File: src/rtl/lfe_pkg.sv
package lfe_pkg;

  typedef enum logic [1:0] {
    ORG_NARROW = 2'd0,
    ORG_WIDE   = 2'd1,
    ORG_BANKED = 2'd2
  } mem_org_e;

  typedef enum logic [1:0] {
    PH_IDLE   = 2'd0,
    PH_ADDR   = 2'd1,
    PH_ACCESS = 2'd2,
    PH_XFER   = 2'd3
  } fill_phase_e;

  // Total cycles of one line fill for a given organisation.
  function automatic int unsigned fill_penalty(mem_org_e org, int unsigned words,
                                               int unsigned t_addr, int unsigned t_acc,
                                               int unsigned t_xfer);
    case (org)
      ORG_NARROW: return t_addr + words * (t_acc + t_xfer);
      ORG_WIDE:   return t_addr + t_acc + t_xfer;
      default:    return t_addr + t_acc + words * t_xfer;
    endcase
  endfunction

  function automatic int unsigned max3(int unsigned a, int unsigned b, int unsigned c);
    int unsigned m;
    m = (a > b) ? a : b;
    return (m > c) ? m : c;
  endfunction

  // Content model of the backing storage: a word is a function of its address.
  function automatic logic [31:0] dram_word(logic [31:0] line_addr, int unsigned off,
                                            int unsigned words);
    logic [31:0] waddr;
    waddr = line_addr * words + off;
    return (waddr * 32'h0001_0003) ^ 32'h5A5A_C3C3;
  endfunction

endpackage

File: src/rtl/lfe_sequencer.sv
module lfe_sequencer
  import lfe_pkg::*;
#(
  parameter mem_org_e    MEM_ORG    = ORG_BANKED,
  parameter int unsigned LINE_WORDS = 4,
  parameter int unsigned ADDR_W     = 16,
  parameter int unsigned ADDR_CYC   = 1,
  parameter int unsigned ACCESS_CYC = 15,
  parameter int unsigned XFER_CYC   = 1,
  localparam int unsigned IDX_W     = (LINE_WORDS > 1) ? $clog2(LINE_WORDS) : 1,
  localparam int unsigned MAXT      = max3(ADDR_CYC, ACCESS_CYC, XFER_CYC),
  localparam int unsigned PC_W      = $clog2(MAXT + 1)
)(
  input  logic              clk,
  input  logic              rst_n,
  input  logic              req_valid,
  input  logic [ADDR_W-1:0] req_line_addr,
  output logic              busy,
  output logic              accept,
  output logic              access_done,
  output logic              beat_strobe,
  output logic              fill_end,
  output logic [IDX_W-1:0]  beat_idx,
  output logic [ADDR_W-1:0] cur_addr
);

  localparam logic [PC_W-1:0]  PC_ADDR   = PC_W'(ADDR_CYC - 1);
  localparam logic [PC_W-1:0]  PC_ACCESS = PC_W'(ACCESS_CYC - 1);
  localparam logic [PC_W-1:0]  PC_XFER   = PC_W'(XFER_CYC - 1);
  localparam logic [IDX_W-1:0] LAST_IDX  = IDX_W'(LINE_WORDS - 1);

  fill_phase_e      phase;
  logic [PC_W-1:0]  pc;
  logic             last_beat;
  logic             pc_zero;

  always_comb begin
    pc_zero     = (pc == '0);
    busy        = (phase != PH_IDLE);
    accept      = (phase == PH_IDLE) && req_valid;
    access_done = (phase == PH_ACCESS) && pc_zero;
    beat_strobe = (phase == PH_XFER) && pc_zero;
    last_beat   = (MEM_ORG == ORG_WIDE) ? 1'b1 : (beat_idx == LAST_IDX);
    fill_end    = beat_strobe && last_beat;
  end

  always_ff @(posedge clk or negedge rst_n) begin
    if (!rst_n) begin
      phase    <= PH_IDLE;
      pc       <= '0;
      beat_idx <= '0;
      cur_addr <= '0;
    end else begin
      case (phase)
        PH_IDLE: begin
          if (req_valid) begin
            cur_addr <= req_line_addr;
            beat_idx <= '0;
            pc       <= PC_ADDR;
            phase    <= PH_ADDR;
          end
        end
        PH_ADDR: begin
          if (pc_zero) begin
            phase <= PH_ACCESS;
            pc    <= PC_ACCESS;
          end else begin
            pc <= pc - PC_W'(1);
          end
        end
        PH_ACCESS: begin
          if (pc_zero) begin
            phase <= PH_XFER;
            pc    <= PC_XFER;
          end else begin
            pc <= pc - PC_W'(1);
          end
        end
        default: begin
          if (!pc_zero) begin
            pc <= pc - PC_W'(1);
          end else if (last_beat) begin
            phase <= PH_IDLE;
          end else begin
            beat_idx <= beat_idx + IDX_W'(1);
            if (MEM_ORG == ORG_NARROW) begin
              phase <= PH_ACCESS;
              pc    <= PC_ACCESS;
            end else begin
              pc <= PC_XFER;
            end
          end
        end
      endcase
    end
  end

endmodule

File: src/rtl/lfe_bank_array.sv
module lfe_bank_array
  import lfe_pkg::*;
#(
  parameter mem_org_e    MEM_ORG    = ORG_BANKED,
  parameter int unsigned LINE_WORDS = 4,
  parameter int unsigned WORD_W     = 32,
  parameter int unsigned ADDR_W     = 16,
  localparam int unsigned IDX_W     = (LINE_WORDS > 1) ? $clog2(LINE_WORDS) : 1,
  localparam int unsigned LANES     = (MEM_ORG == ORG_NARROW) ? 1 : LINE_WORDS
)(
  input  logic                               clk,
  input  logic                               rst_n,
  input  logic                               access_done,
  input  logic [ADDR_W-1:0]                  cur_addr,
  input  logic [IDX_W-1:0]                   beat_idx,
  output logic [LINE_WORDS-1:0][WORD_W-1:0]  lane_data
);

  for (genvar g = 0; g < LINE_WORDS; g++) begin : g_lane
    if (g < LANES) begin : g_bank
      logic [IDX_W-1:0] off;
      logic [WORD_W-1:0] q;
      assign off = (MEM_ORG == ORG_NARROW) ? beat_idx : IDX_W'(g);
      always_ff @(posedge clk or negedge rst_n) begin
        if (!rst_n) begin
          q <= '0;
        end else if (access_done) begin
          q <= WORD_W'(dram_word(32'(cur_addr), int'(off), LINE_WORDS));
        end
      end
      assign lane_data[g] = q;
    end else begin : g_none
      assign lane_data[g] = '0;
    end
  end

endmodule

File: src/rtl/lfe_penalty_ctr.sv
module lfe_penalty_ctr #(
  parameter int unsigned PEN_W = 8
)(
  input  logic             clk,
  input  logic             rst_n,
  input  logic             accept,
  input  logic             busy,
  output logic [PEN_W-1:0] count
);

  always_ff @(posedge clk or negedge rst_n) begin
    if (!rst_n) begin
      count <= '0;
    end else if (accept) begin
      count <= '0;
    end else if (busy) begin
      count <= count + PEN_W'(1);
    end
  end

endmodule

File: src/rtl/line_fetch_engine.sv
module line_fetch_engine
  import lfe_pkg::*;
#(
  parameter mem_org_e    MEM_ORG    = ORG_BANKED,
  parameter int unsigned LINE_WORDS = 4,
  parameter int unsigned WORD_W     = 32,
  parameter int unsigned ADDR_W     = 16,
  parameter int unsigned ADDR_CYC   = 1,
  parameter int unsigned ACCESS_CYC = 15,
  parameter int unsigned XFER_CYC   = 1,
  parameter int unsigned PEN_W      = 8,
  localparam int unsigned IDX_W     = (LINE_WORDS > 1) ? $clog2(LINE_WORDS) : 1
)(
  input  logic                         clk,
  input  logic                         rst_n,
  input  logic                         req_valid,
  input  logic [ADDR_W-1:0]            req_line_addr,
  output logic                         busy,
  output logic                         word_valid,
  output logic [IDX_W-1:0]             word_idx,
  output logic [WORD_W-1:0]            word_data,
  output logic                         line_valid,
  output logic [LINE_WORDS*WORD_W-1:0] line_data,
  output logic                         fill_done,
  output logic [PEN_W-1:0]             penalty_cycles
);

  // Named internal events, visible to the bound checker.
  logic                              accept;
  logic                              access_done;
  logic                              beat_strobe;
  logic                              fill_end;
  logic [IDX_W-1:0]                  beat_idx;
  logic [ADDR_W-1:0]                 cur_addr;
  logic [LINE_WORDS-1:0][WORD_W-1:0] lane_data;
  logic [WORD_W-1:0]                 sel_word;

  lfe_sequencer #(
    .MEM_ORG(MEM_ORG), .LINE_WORDS(LINE_WORDS), .ADDR_W(ADDR_W),
    .ADDR_CYC(ADDR_CYC), .ACCESS_CYC(ACCESS_CYC), .XFER_CYC(XFER_CYC)
  ) seq_i (
    .clk(clk), .rst_n(rst_n), .req_valid(req_valid), .req_line_addr(req_line_addr),
    .busy(busy), .accept(accept), .access_done(access_done),
    .beat_strobe(beat_strobe), .fill_end(fill_end), .beat_idx(beat_idx),
    .cur_addr(cur_addr)
  );

  lfe_bank_array #(
    .MEM_ORG(MEM_ORG), .LINE_WORDS(LINE_WORDS), .WORD_W(WORD_W), .ADDR_W(ADDR_W)
  ) banks_i (
    .clk(clk), .rst_n(rst_n), .access_done(access_done), .cur_addr(cur_addr),
    .beat_idx(beat_idx), .lane_data(lane_data)
  );

  lfe_penalty_ctr #(.PEN_W(PEN_W)) pen_i (
    .clk(clk), .rst_n(rst_n), .accept(accept), .busy(busy), .count(penalty_cycles)
  );

  assign sel_word = (MEM_ORG == ORG_NARROW) ? lane_data[0] : lane_data[beat_idx];

  always_comb begin
    word_valid = beat_strobe && (MEM_ORG != ORG_WIDE);
    line_valid = beat_strobe && (MEM_ORG == ORG_WIDE);
    word_idx   = beat_idx;
    word_data  = word_valid ? sel_word : '0;
    line_data  = line_valid ? lane_data : '0;
    fill_done  = fill_end;
  end

endmodule

File: config.mk
export PLATFORM = sky130hd
export DESIGN_NAME = line_fetch_engine
export DESIGN_NICKNAME = d
export VERILOG_FILES = /design/src/rtl/lfe_pkg.sv /design/src/rtl/lfe_sequencer.sv /design/src/rtl/lfe_bank_array.sv /design/src/rtl/lfe_penalty_ctr.sv /design/src/rtl/line_fetch_engine.sv
export SDC_FILE = /design/constraint.sdc
export NUM_CORES = 1
export LEC_CHECK = 0
export ABC_AREA = 1
export BUFFER_PORTS_ARGS = -buffer_cell sky130_fd_sc_hd__buf_2
export CORE_UTILIZATION = 30
export DETAILED_ROUTE_END_ITERATION = 7
export PLACE_DENSITY = 0.52
export SETUP_SLACK_MARGIN = 0.4
export SLEW_MARGIN = 20
export SYNTH_ARGS = -nofsm -noshare
export SYNTH_HDL_FRONTEND = slang
export SYNTH_HIERARCHICAL = 1
export SYNTH_SLANG_ARGS = --single-unit
File: constraint.sdc
create_clock -name clk -period 7.8 [get_ports clk]
set_clock_uncertainty 0.15 [all_clocks]
set_input_delay 1.56 -clock clk [delete_from_list [all_inputs] [get_ports clk]]
set_output_delay 1.56 -clock clk [all_outputs]
set_load 0.02 [all_outputs]
Yosys cells after proc, flatten, opt, wreduce, memory -nomap -nowiden
Cells that the tools add are included.
{"block": "word_totals", "ff_bits": 160, "input_bits": 19, "output_inout_bits": 174, "word_cells": 70}
{"block": "classes", "addsub": 6, "n_mul": 4, "order_cmp": 1, "n_eq_ne": 9, "n_mux": 21, "bitwise_logic": 5, "reduce_logical": 15}
{"operator": "$mul A32 B17 Y32 const B", "n": 3}
{"operator": "$bmux W32 S2", "n": 1}
{"operator": "$mux W32", "n": 2}
{"operator": "$not A16 Y16", "n": 4}
{"operator": "$add A18 B2 Y19 const B", "n": 2}
{"operator": "$mul A16 B17 Y30 const B", "n": 1}
{"operator": "$mux W4", "n": 5}
{"operator": "$add A18 B1 Y19 const B", "n": 1}
{"operator": "$mux W2", "n": 8}
{"operator": "$mux W8", "n": 2}
{"operator": "$pmux W4 S3", "n": 1}
{"operator": "$add A8 B1 Y8 const B", "n": 1}
{"operator": "$eq A2 B2 Y1 const B", "n": 3}
{"operator": "$pmux W2 S3", "n": 1}
{"operator": "$reduce_bool A2 Y1", "n": 3}
{"operator": "$ne A5 B5 Y1 const B", "n": 1}
{"operator": "$reduce_and A5 Y1", "n": 1}
{"operator": "$logic_and A1 B1 Y1", "n": 4}
{"operator": "$logic_not A4 Y1", "n": 1}
{"operator": "$ne A2 B1 Y1 const B", "n": 2}
{"operator": "$ne A2 B2 Y1 const B", "n": 2}
{"operator": "$pmux W2 S2", "n": 1}
{"operator": "$reduce_and A2 Y1", "n": 2}
{"operator": "$reduce_and A4 Y1", "n": 1}
{"operator": "8 further kinds", "n": 8}

Logic depth before layout (Yosys ltp)
Gate-level depths: netlist of the first run.
{"block": "logic_depth", "ltp_word": 4, "ltp_mapped": 22, "ltp_nobuf": 22}

Hierarchy
Netlist of the first run, hierarchy kept.
{"module": "lfe_bank_array", "n_inst": 1, "cells_each": 1532, "area_per_inst_um2": 10146.0, "seq_area_each_um2": 2852.7}
{"module": "line_fetch_engine", "n_inst": 1, "cells_each": 508, "area_per_inst_um2": 2832.7, "seq_area_each_um2": 0.0}
{"module": "lfe_sequencer", "n_inst": 1, "cells_each": 158, "area_per_inst_um2": 1192.4, "seq_area_each_um2": 600.6}
{"module": "lfe_penalty_ctr", "n_inst": 1, "cells_each": 60, "area_per_inst_um2": 473.0, "seq_area_each_um2": 200.2}

Worst setup path before layout of the first run
Ideal clock, no wire load.
{"block": "synth_path", "kind": "register to output", "from": "register seq_i.pc[1]", "to": "output port word_data[23]", "t_arrival_ns": 1.784, "required_ns": 6.090, "slack_ns": 4.306, "path_stages_with_launch": 7, "path_buffers": 1, "path_cell_list": "dfrtp_1 nor2_2 nand2_1 nor2_1 inv_1 clkbuf_1 a21oi_1"}
{"block": "synth_via", "elab_chain_cells": 3}
{"element": "from (decl)", "line": "lfe_sequencer.sv:33", "text": "logic [PC_W-1:0] pc;"}
{"element": "from (signal assigned)", "line": "lfe_sequencer.sv:68", "text": "pc <= pc - PC_W'(1);"}
{"element": "from (signal assigned)", "line": "lfe_sequencer.sv:76", "text": "pc <= pc - PC_W'(1);"}
{"element": "from (signal assigned)", "line": "lfe_sequencer.sv:81", "text": "pc <= pc - PC_W'(1);"}
{"element": "$logic_not A4 Y1", "line": "lfe_sequencer.sv:38", "text": "pc_zero = (pc == '0);"}
{"element": "$logic_and A1 B1 Y1", "line": "lfe_sequencer.sv:42", "text": "beat_strobe = (phase == PH_XFER) && pc_zero;"}
{"element": "net word_valid", "line": "line_fetch_engine.sv:19", "text": "output logic word_valid,"}
{"element": "$mux W32", "line": "line_fetch_engine.sv:65", "text": "word_data = word_valid ? sel_word : '0;"}
{"element": "to (decl)", "line": "line_fetch_engine.sv:21", "text": "output logic [WORD_W-1:0] word_data,"}
The timed path passes the listed nets, and every way through them passes these cells.

Worst setup path in the final report of the first run
{"block": "layout_path", "from": "register seq_i.cur_addr[5]", "to": "register banks_i.g_lane[0].g_bank.q[31]"}
{"block": "layout_via", "elab_chain_cells": 1}
{"element": "from (decl)", "line": "lfe_sequencer.sv:24", "text": "output logic [ADDR_W-1:0] cur_addr"}
{"element": "from (signal assigned)", "line": "lfe_sequencer.sv:57", "text": "cur_addr <= req_line_addr;"}
{"element": "$mul A16 B17 Y30", "line": "lfe_pkg.sv:38", "text": "return (waddr * 32'h0001_0003) ^ 32'h5A5A_C3C3;"}
{"element": "to (signal assigned)", "line": "lfe_bank_array.sv:28", "text": "q <= WORD_W'(dram_word(32'(cur_addr), int'(off), LINE_WORDS));"}
{"element": "to (decl)", "line": "lfe_bank_array.sv:22", "text": "logic [WORD_W-1:0] q;"}
No other way between the ends.
A chain may end at the register's enable or synchronous reset.

==> results.txt, run 1 <==
The final cell count without fillers came out at 2906. The die is 223 µm tall. The fraction of the cycle the final worst path needs is 56.0%. The worst slack at placement came out at 3.47 ns. The number of hold buffers added after cts is 0. The arrival time of data at the critical path endpoint came out at 4.56 ns.

The number of post-CTS setup repair buffers is 0. The number of hold violations in the final report is 0. The flip-flop and latch count after synthesis came out at 146. The floorplan has 80 rows. The total of buffers placed on input and output ports is 63. After detailed placement, the design holds a cell count of 2874. After synthesis, the mean cell area works out to 6.49 µm². The final weighted congestion in routability-driven placement is 0.971. The clock net in this run drives a total of 146 sinks. The global-route usage over all layers came out at 19.3%. Tracing the worst setup path back leads to its startpoint at seq_i/cur_addr[5]$_DFFE_PN0P_. The final period demand of the worst path came out at 4.37 ns.

The area of the die came out at 0.0497 mm². The remaining max-slew budget at the tightest pin came out at 39.1%. The number of max-slew violations in the final report is 0. The cell sitting at the root of the clock tree is a sky130_fd_sc_hd__clkbuf_16.

The highest net fanout along the worst path came out at 10. The worst setup path is captured at a flop. The final net count is 2420.

The gate count of the mapped netlist came out at 2258. The number of vias per cell came out at 4.68. Setup repair after global routing left no endpoint under its margin.

The reg2reg setup slack came out at 3.43 ns. Cells with a size suffix above 1 make up 10.9% of the layout. The post-CTS resize count is 0.

The number of global-route vias before repair was 12900. For this design the ratio of total power to cell area is 494 mW/mm². In this run the worst setup path terminates at banks_i/g_lane[0].g_bank.q[31]$_DFFE_PN0P_.

The footprint of the multi-input gates is 0.00866 mm². The number of cells on the worst reg-to-reg path is 20. The x dimension of the die came out at 223 µm. The reg-to-reg critical path startpoint is seq_i/cur_addr[5]$_DFFE_PN0P_. The area share of the leading cell type in the synthesized netlist is 24.9%. The synthesis warning total is 6.

The first routing iteration left 908 violations. The number of routed nets with antenna violations is 0. The first detailed-routing pass took 7 iterations. The most frequently used flop master after synthesis is sky130_fd_sc_hd__dfrtp_1.

The CTS clock-pin slew for the worst setup and hold paths is 0.07 ns. The maximum achievable frequency is 229 MHz. The async set or reset register ratio after synthesis is 100%. The number of synthesized flops with an enable pin is 0.

The clock latency of the later-clocked register in the worst-skew pair came out at 0.45 ns. The I/O pin total came out at 193. The number of DRC violations after detailed routing came out at 0.

The final HPWL from detailed placement is 36700 µm. The number of violations of the max-capacitance limit came out at 0. The initial standard-cell utilization of the core came out at 30.5%. The pin slew with the least headroom to its limit came out at 0.914 ns. TritonCTS built the clock tree.

The worst setup path is of the reg -> reg kind. The endpoint identified for the worst register-to-register timing path is banks_i/g_lane[0].g_bank.q[31]$_DFFE_PN0P_. The flow ran to the end, and the final reports show no timing, DRC or antenna violations. The overall routed net length came out at 47500 µm. The static leakage power is 8.93 nW. The total CTS buffers is 17. The maximum level of the CTS H-tree came out at 4.

Entering global routing, the biggest net connects 85 pins. Across all layers, the routed design uses 13600 vias. The total overflow left after global routing is 0. The worst setup path is launched from a flop. After synthesis the cells add up to 0.0146 mm². The number of antenna violations at the first check in global routing was 1. The longest clock path from root to sink contains 2 buffers.

The sequential element share of the synthesized area came out at 24.9%. The layout overhead on the synthesized area is 5.55%. Setup violations remaining at the end of the flow were counted as 0.

The mean routed wirelength per cell is 16.3 µm. The area of the core came out at 0.0479 mm². The required time of the critical path is 7.99 ns. The worst hold path belongs to the class reg -> reg. The cell type with the highest aggregate area in the netlist is sky130_fd_sc_hd__dfrtp_1. The footprint of the flip-flops and latches came out at 0.00365 mm².

The worst supply voltage drop on vdd came out at 0.000227 V. After synthesis, the cell types taking the most area are sky130_fd_sc_hd__dfrtp_1, sky130_fd_sc_hd__nand2_1, sky130_fd_sc_hd__ha_1, sky130_fd_sc_hd__inv_1, sky130_fd_sc_hd__buf_4. 0 antenna diodes ended up in the layout. The first-pass GRT wire length is 73600 µm. The worst-case setup margin in the final layout is 3.43 ns. The count of different cell masters after synthesis is 41. The summed negative setup slack over all endpoints is 0 ns. The layout has 5292 filler cells.
[power by group]
| group | leakage [nW] | internal [mW] | switching [mW] |
|---|---|---|---|
| clock | 0.280 | 0.483 | 0.374 |
| sequential | 1.82 | 1.10 | 0.370 |
| combinational | 6.83 | 1.64 | 3.67 |
[synthesized netlist by cell type, types with 3 or more instances]
| cell type | number |
|---|---|
| sky130_fd_sc_hd__nand4_1 | 27 |
| sky130_fd_sc_hd__nand2_2 | 47 |
| sky130_fd_sc_hd__ha_1 | 113 |
| sky130_fd_sc_hd__buf_4 | 151 |
| sky130_fd_sc_hd__o21ai_1 | 12 |
| sky130_fd_sc_hd__xnor2_1 | 8 |
| sky130_fd_sc_hd__a21o_1 | 3 |
| sky130_fd_sc_hd__nor2_2 | 8 |
| sky130_fd_sc_hd__dfrtp_1 | 146 |
| sky130_fd_sc_hd__clkbuf_1 | 17 |
| sky130_fd_sc_hd__nand3_1 | 199 |
| sky130_fd_sc_hd__fa_1 | 10 |
| sky130_fd_sc_hd__nor3_1 | 9 |
| sky130_fd_sc_hd__buf_6 | 12 |
| sky130_fd_sc_hd__a21oi_1 | 39 |
| sky130_fd_sc_hd__a31oi_1 | 8 |
| sky130_fd_sc_hd__nor2_4 | 6 |
| sky130_fd_sc_hd__inv_2 | 15 |
| sky130_fd_sc_hd__nand3_2 | 27 |
| sky130_fd_sc_hd__o21ai_0 | 49 |
| sky130_fd_sc_hd__inv_1 | 349 |
| sky130_fd_sc_hd__o21bai_1 | 4 |
| sky130_fd_sc_hd__nand2_4 | 7 |
| sky130_fd_sc_hd__nand2_1 | 782 |
| sky130_fd_sc_hd__or2_2 | 3 |
| sky130_fd_sc_hd__a21oi_2 | 20 |
| sky130_fd_sc_hd__buf_2 | 22 |
| sky130_fd_sc_hd__xor2_1 | 19 |
| sky130_fd_sc_hd__nor2_1 | 125 |
| sky130_fd_sc_hd__clkinv_2 | 4 |
| sky130_fd_sc_hd__nand3b_1 | 4 |
[flip-flops by register name (all words and copies together) (netlist names)]
name and count:
banks_i/g_lane.g_bank.q 114, seq_i/cur_addr 16, pen_i/count 8, seq_i/pc 4, seq_i/beat_idx 2, seq_i/phase 2
[cells in the final DEF, fill, tap and decap left out, types with 39 or more instances in the layout]
cell type                 instances
sky130_fd_sc_hd__nand2_1        782
sky130_fd_sc_hd__inv_1          348
sky130_fd_sc_hd__dfrtp_1        145
sky130_fd_sc_hd__ha_1           113
sky130_fd_sc_hd__conb_1         133
sky130_fd_sc_hd__o21ai_0         49
sky130_fd_sc_hd__a21oi_1         39
sky130_fd_sc_hd__nand2_2         47
sky130_fd_sc_hd__nor2_1         124
sky130_fd_sc_hd__nand3_1        199
sky130_fd_sc_hd__buf_2           62
[routing by layer]
metal | track usage, % | up-vias | wire length [µm]
met5 | 0 | - | 13
met1 | 26.3 | 6413 | 21900
met3 | 3.58 | 72 | 2900
met4 | 6.61 | 2 | 1260
li1 | - | 6716 | -
met2 | 30.7 | 391 | 21400
[metrics by stage]
stage                     hold WS, ns  util (%)  total power [mW]  area [µm²]
after floorplan                 0.292         -              5.29       15100
after global placement          0.306      31.0              6.68       14900
after detailed placement        0.316      31.0              6.74       14900
after CTS                       0.333      32.2              7.63       15500
after global routing            0.345      32.2              8.34       15500
final                           0.326      32.2              7.63       15500
[kinds of logic after synthesis]
group	share of synthesized area (%)
compound gates	5.46
xor+xnor	1.61
fa+ha+maj	11.0
buf+inv	19.4
flops	24.9
other cells	0.0513
simple gates	37.6
[critical path, cell delays in order (launching register included)]
cell                      delay [ns]
sky130_fd_sc_hd__dfrtp_1        0.65
sky130_fd_sc_hd__inv_1          0.28
sky130_fd_sc_hd__ha_1           0.37
sky130_fd_sc_hd__inv_1          0.05
sky130_fd_sc_hd__ha_1           0.24
sky130_fd_sc_hd__ha_1           0.30
sky130_fd_sc_hd__ha_1           0.18
sky130_fd_sc_hd__inv_1          0.07
sky130_fd_sc_hd__fa_1           0.16
sky130_fd_sc_hd__inv_1          0.04
sky130_fd_sc_hd__ha_1           0.17
sky130_fd_sc_hd__ha_1           0.33
sky130_fd_sc_hd__nand2_1        0.10
sky130_fd_sc_hd__nor2_1         0.44
sky130_fd_sc_hd__nand3_1        0.15
sky130_fd_sc_hd__nand3_1        0.22
sky130_fd_sc_hd__nand2_1        0.11
sky130_fd_sc_hd__nand2_1        0.07
sky130_fd_sc_hd__nand2_1        0.05
sky130_fd_sc_hd__nand3_1        0.07
sky130_fd_sc_hd__nand2_1        0.06
[layout make-up]
cell class,instances,area share [%]
multi-input cells,1672,56.0
flip-flops and latches,146,23.6
inverters,368,8.98
well taps,615,4.98
clock buffers,18,2.84
repair buffers,73,2.57
clock inverters,14,0.988
[how the worst min path moves through the flow]
stage | startpoint | endpoint | slack, ns | cells past startpoint
finish | banks_i/g_lane[1].g_bank.q[20]$_DFFE_PN0P_ | banks_i/g_lane[1].g_bank.q[20]$_DFFE_PN0P_ | 0.33 | 2
global route | banks_i/g_lane[2].g_bank.q[5]$_DFFE_PN0P_ | banks_i/g_lane[2].g_bank.q[5]$_DFFE_PN0P_ | 0.34 | 2
CTS | banks_i/g_lane[2].g_bank.q[5]$_DFFE_PN0P_ | banks_i/g_lane[2].g_bank.q[5]$_DFFE_PN0P_ | 0.33 | 2
detailed placement | banks_i/g_lane[2].g_bank.q[6]$_DFFE_PN0P_ | banks_i/g_lane[2].g_bank.q[6]$_DFFE_PN0P_ | 0.32 | 2
global placement | banks_i/g_lane[2].g_bank.q[5]$_DFFE_PN0P_ | banks_i/g_lane[2].g_bank.q[5]$_DFFE_PN0P_ | 0.31 | 2
floorplan | banks_i/g_lane[2].g_bank.q[4]$_DFFE_PN0P_ | banks_i/g_lane[2].g_bank.q[4]$_DFFE_PN0P_ | 0.29 | 2
Note: power is estimated with default switching activity, not from simulation.
==> run 2, diff against run 1 <==
Settings changed: PLACE_DENSITY 0.52 to 0.54.
Clock period 7.8 ns to 3.6 ns, I/O delays scaled along.
==> run 2 against run 1 <==
The flow now finishes with violations (DRC); die area is the same; final cell count grew 4.1%; sequential share of layout area shrank 3.3 points; routed wire length grew 7.8%; non-clock buffer count grew 120; maximum frequency grew 33%; register-to-register slack lost 3.1 ns; global-route usage grew 1.3 points; first-iteration DRC count grew 2.8%; critical path depth shrank 2; count of clock-buffer cells in the layout shrank 1; sequential cell count is the same; critical endpoint is now banks_i/g_lane[0].g_bank.q[30]$_DFFE_PN0P_; largest cell class unchanged.
==> results.txt, run 2 (synthesis results as in run 1) <==
The number of fill cells came out at 5090. In this design, the largest share of critical-path delay is due to adder cells. The maximum level of the CTS H-tree is 4. The largest single stage delay on the critical path is 0.55 ns. The number of vias per cell is 4.62.

The number of DRC violations after detailed-routing iteration 0 is 933. The summed negative setup slack over all endpoints came out at 0 ns. The fraction of the cycle the final worst path needs came out at 91.2%. At the worst endpoint, the arrival time is 3.50 ns. The number of search-and-repair iterations in the first detailed-routing pass came out at 8. The number of DRC violations after detailed routing came out at 3.

The worst setup path is launched from a flop. The final-layout worst hold slack came out at 0.0515 ns. TritonCTS built the clock tree. In the final design database the tool counted 2540 nets. The number of violations of the max-capacitance limit is 0. The flow ran to the end, but the final reports show violations. Measured against its own limit, the worst slew margin works out to 56.6%. Counting along the longest clock path gives a buffer depth of 2. The most common cell after layout, fill and taps aside is sky130_fd_sc_hd__nand2_1. Summed over all layers, the global routing overflow is 0. Measured in cells, the most critical reg-to-reg path has a length of 18. The critical path goes through inv_2 > ha_4 > inv_4 > ha_4 > ha_4 > fa_2 > ha_4 > ha_4 > nand2_4 > nor2_4 > buf_6 > nand2_2 > nor2_2 > nand2_1 > nand3_1 > nand2_1 > nand3_1 > nand2_1. The layout overhead on the synthesized area came out at 23.2%. The I/O pin total is 193. The worst setup path is of the reg -> reg kind. The detail route stage leaves a number of antenna-violating nets equal to 0. The number of antenna violations at the first check in global routing is 0. The number of max-slew violations in the final report is 0.

The pin slew with the least headroom to its limit is 0.650 ns. The reg2reg setup slack came out at 0.32 ns. The number of flip-flops in the largest register came out at 114. The worst-case setup margin in the final layout came out at 0.315 ns.

The maximum number of pins on one net before global-route repair came out at 96. Summing over every cut layer, the via total after detailed routing is 14000. The highest net fanout along the worst path is 4. The final reports fail on DRC. The final weighted congestion in routability-driven placement came out at 0.927.

The final period demand of the worst path came out at 3.28 ns. The worst slack at placement came out at 0.0975 ns. The total of buffers placed on input and output ports came out at 63.

The mean routed wirelength per cell came out at 16.9 µm. The worst register-to-register path begins at seq_i/cur_addr[14]$_DFFE_PN0P_. The total setup violations reported at the end of the flow is 0. The core region is 0.0479 mm². In this run the core area contains 80 standard-cell rows. The count of antenna diodes in the layout is 0. In the layout the commonest cells are sky130_fd_sc_hd__nand2_1, sky130_fd_sc_hd__inv_1, sky130_fd_sc_hd__nand3_1. The required time of the critical path came out at 3.82 ns. In this run the worst hold path is classified as in -> async.

The clock tree root driver cell is sky130_fd_sc_hd__clkbuf_16. STA classifies the critical path endpoint as a flop. The worst-path cell with the longest stage delay is sky130_fd_sc_hd__fa_2. TritonCTS created 17 clock buffers. The later pin in the worst-skew pair is clocked with a latency of 0.47 ns. Clock-pin slew was measured on the worst setup and hold paths at 0.07 ns. The sink count of the clock tree is 146.

Setup repair after global routing could not meet its margin everywhere. The number of global-route vias before repair is 13200. The number of hold violations in the final report came out at 0. The share of cells above drive strength 1 came out at 25.6%. The initial standard-cell utilization of the core came out at 30.5%.

The final HPWL from detailed placement came out at 39400 µm. The cell repeated most along the worst path is sky130_fd_sc_hd__ha_4. The first-pass GRT wire length is 77500 µm.

The sum of buffers and inverters on the critical path came out at 3. In the final layout, the registers with the most flip-flops are banks_i/g_lane.g_bank.q: 114 flops, seq_i/cur_addr: 16 flops, pen_i/count: 8 flops. The floorplan step defined a die boundary enclosing 0.0497 mm².

The number of hold buffers added after cts came out at 0. The overall routed net length came out at 51200 µm. The die boundary height came out at 223 µm. The maximum achievable frequency is 304 MHz. The destination of the worst register-to-register timing path is banks_i/g_lane[0].g_bank.q[30]$_DFFE_PN0P_. The x dimension of the die came out at 223 µm. Counting flops per register, the top entry is banks_i/g_lane.g_bank.q. The global-route usage over all layers came out at 20.6%.
==> run 2: cell type report <==
class | count | area (µm²) | share of cell area, %
Sequential cell | 146 | 3670 | 20.3
Inverter | 368 | 1400 | 7.74
Clock inverter | 15 | 149 | 0.825
Clock buffer | 17 | 425 | 2.36
Tap cell | 615 | 769 | 4.27
Timing Repair Buffer | 193 | 1480 | 8.18
Multi-Input combinational cell | 1672 | 10200 | 56.3
==> run 2: routing by layer <==
metal	wire [µm]	track usage, %	share of wire (%)	vias to the layer above
met1	24200	28.7	47	6633
met5	0	0	0	-
li1	-	-	-	6966
met4	1140	6.27	2.2	0
met2	23600	32.9	46	341
met3	2280	2.74	4.5	52
==> run 2: worst max path at each step <==
stage                                   start                                         end  slack (ns)  depth (start not counted)
2_1_floorplan   seq_i/cur_addr[5]$_DFFE_PN0P_  banks_i/g_lane[0].g_bank.q[18]$_DFFE_PN0P_        0.38                         19
3_3_place_gp    seq_i/cur_addr[9]$_DFFE_PN0P_  banks_i/g_lane[0].g_bank.q[15]$_DFFE_PN0P_        0.09                         14
3_5_place_dp   seq_i/cur_addr[14]$_DFFE_PN0P_  banks_i/g_lane[0].g_bank.q[26]$_DFFE_PN0P_         0.1                         16
4_1_cts        seq_i/cur_addr[13]$_DFFE_PN0P_  banks_i/g_lane[1].g_bank.q[26]$_DFFE_PN0P_        0.34                         17
5_1_grt        seq_i/cur_addr[14]$_DFFE_PN0P_  banks_i/g_lane[0].g_bank.q[30]$_DFFE_PN0P_        0.15                         18
6_report       seq_i/cur_addr[14]$_DFFE_PN0P_  banks_i/g_lane[0].g_bank.q[30]$_DFFE_PN0P_        0.32                         18
==> run 2: stage by stage <==
stage	util [%]	cell area [µm²]	instances
after detailed placement	32.7	15700	2950
after floorplan	-	15200	2389
final	37.6	18000	3026
after CTS	35.6	17100	3001
after global placement	32.7	15700	2950
after global routing	37.6	18000	3026
==> run 2: repair_timing <==
item                       4_1_cts  5_1_grt
cloned                           1        0
pin swaps                       41       75
gates resized for setup        150      170
buffers inserted                18       25
setup endpoints to repair       99       98
Power of run 2 is not shown: default switching activity piles up to over one toggle a cycle in this logic, so the estimate is an artifact.
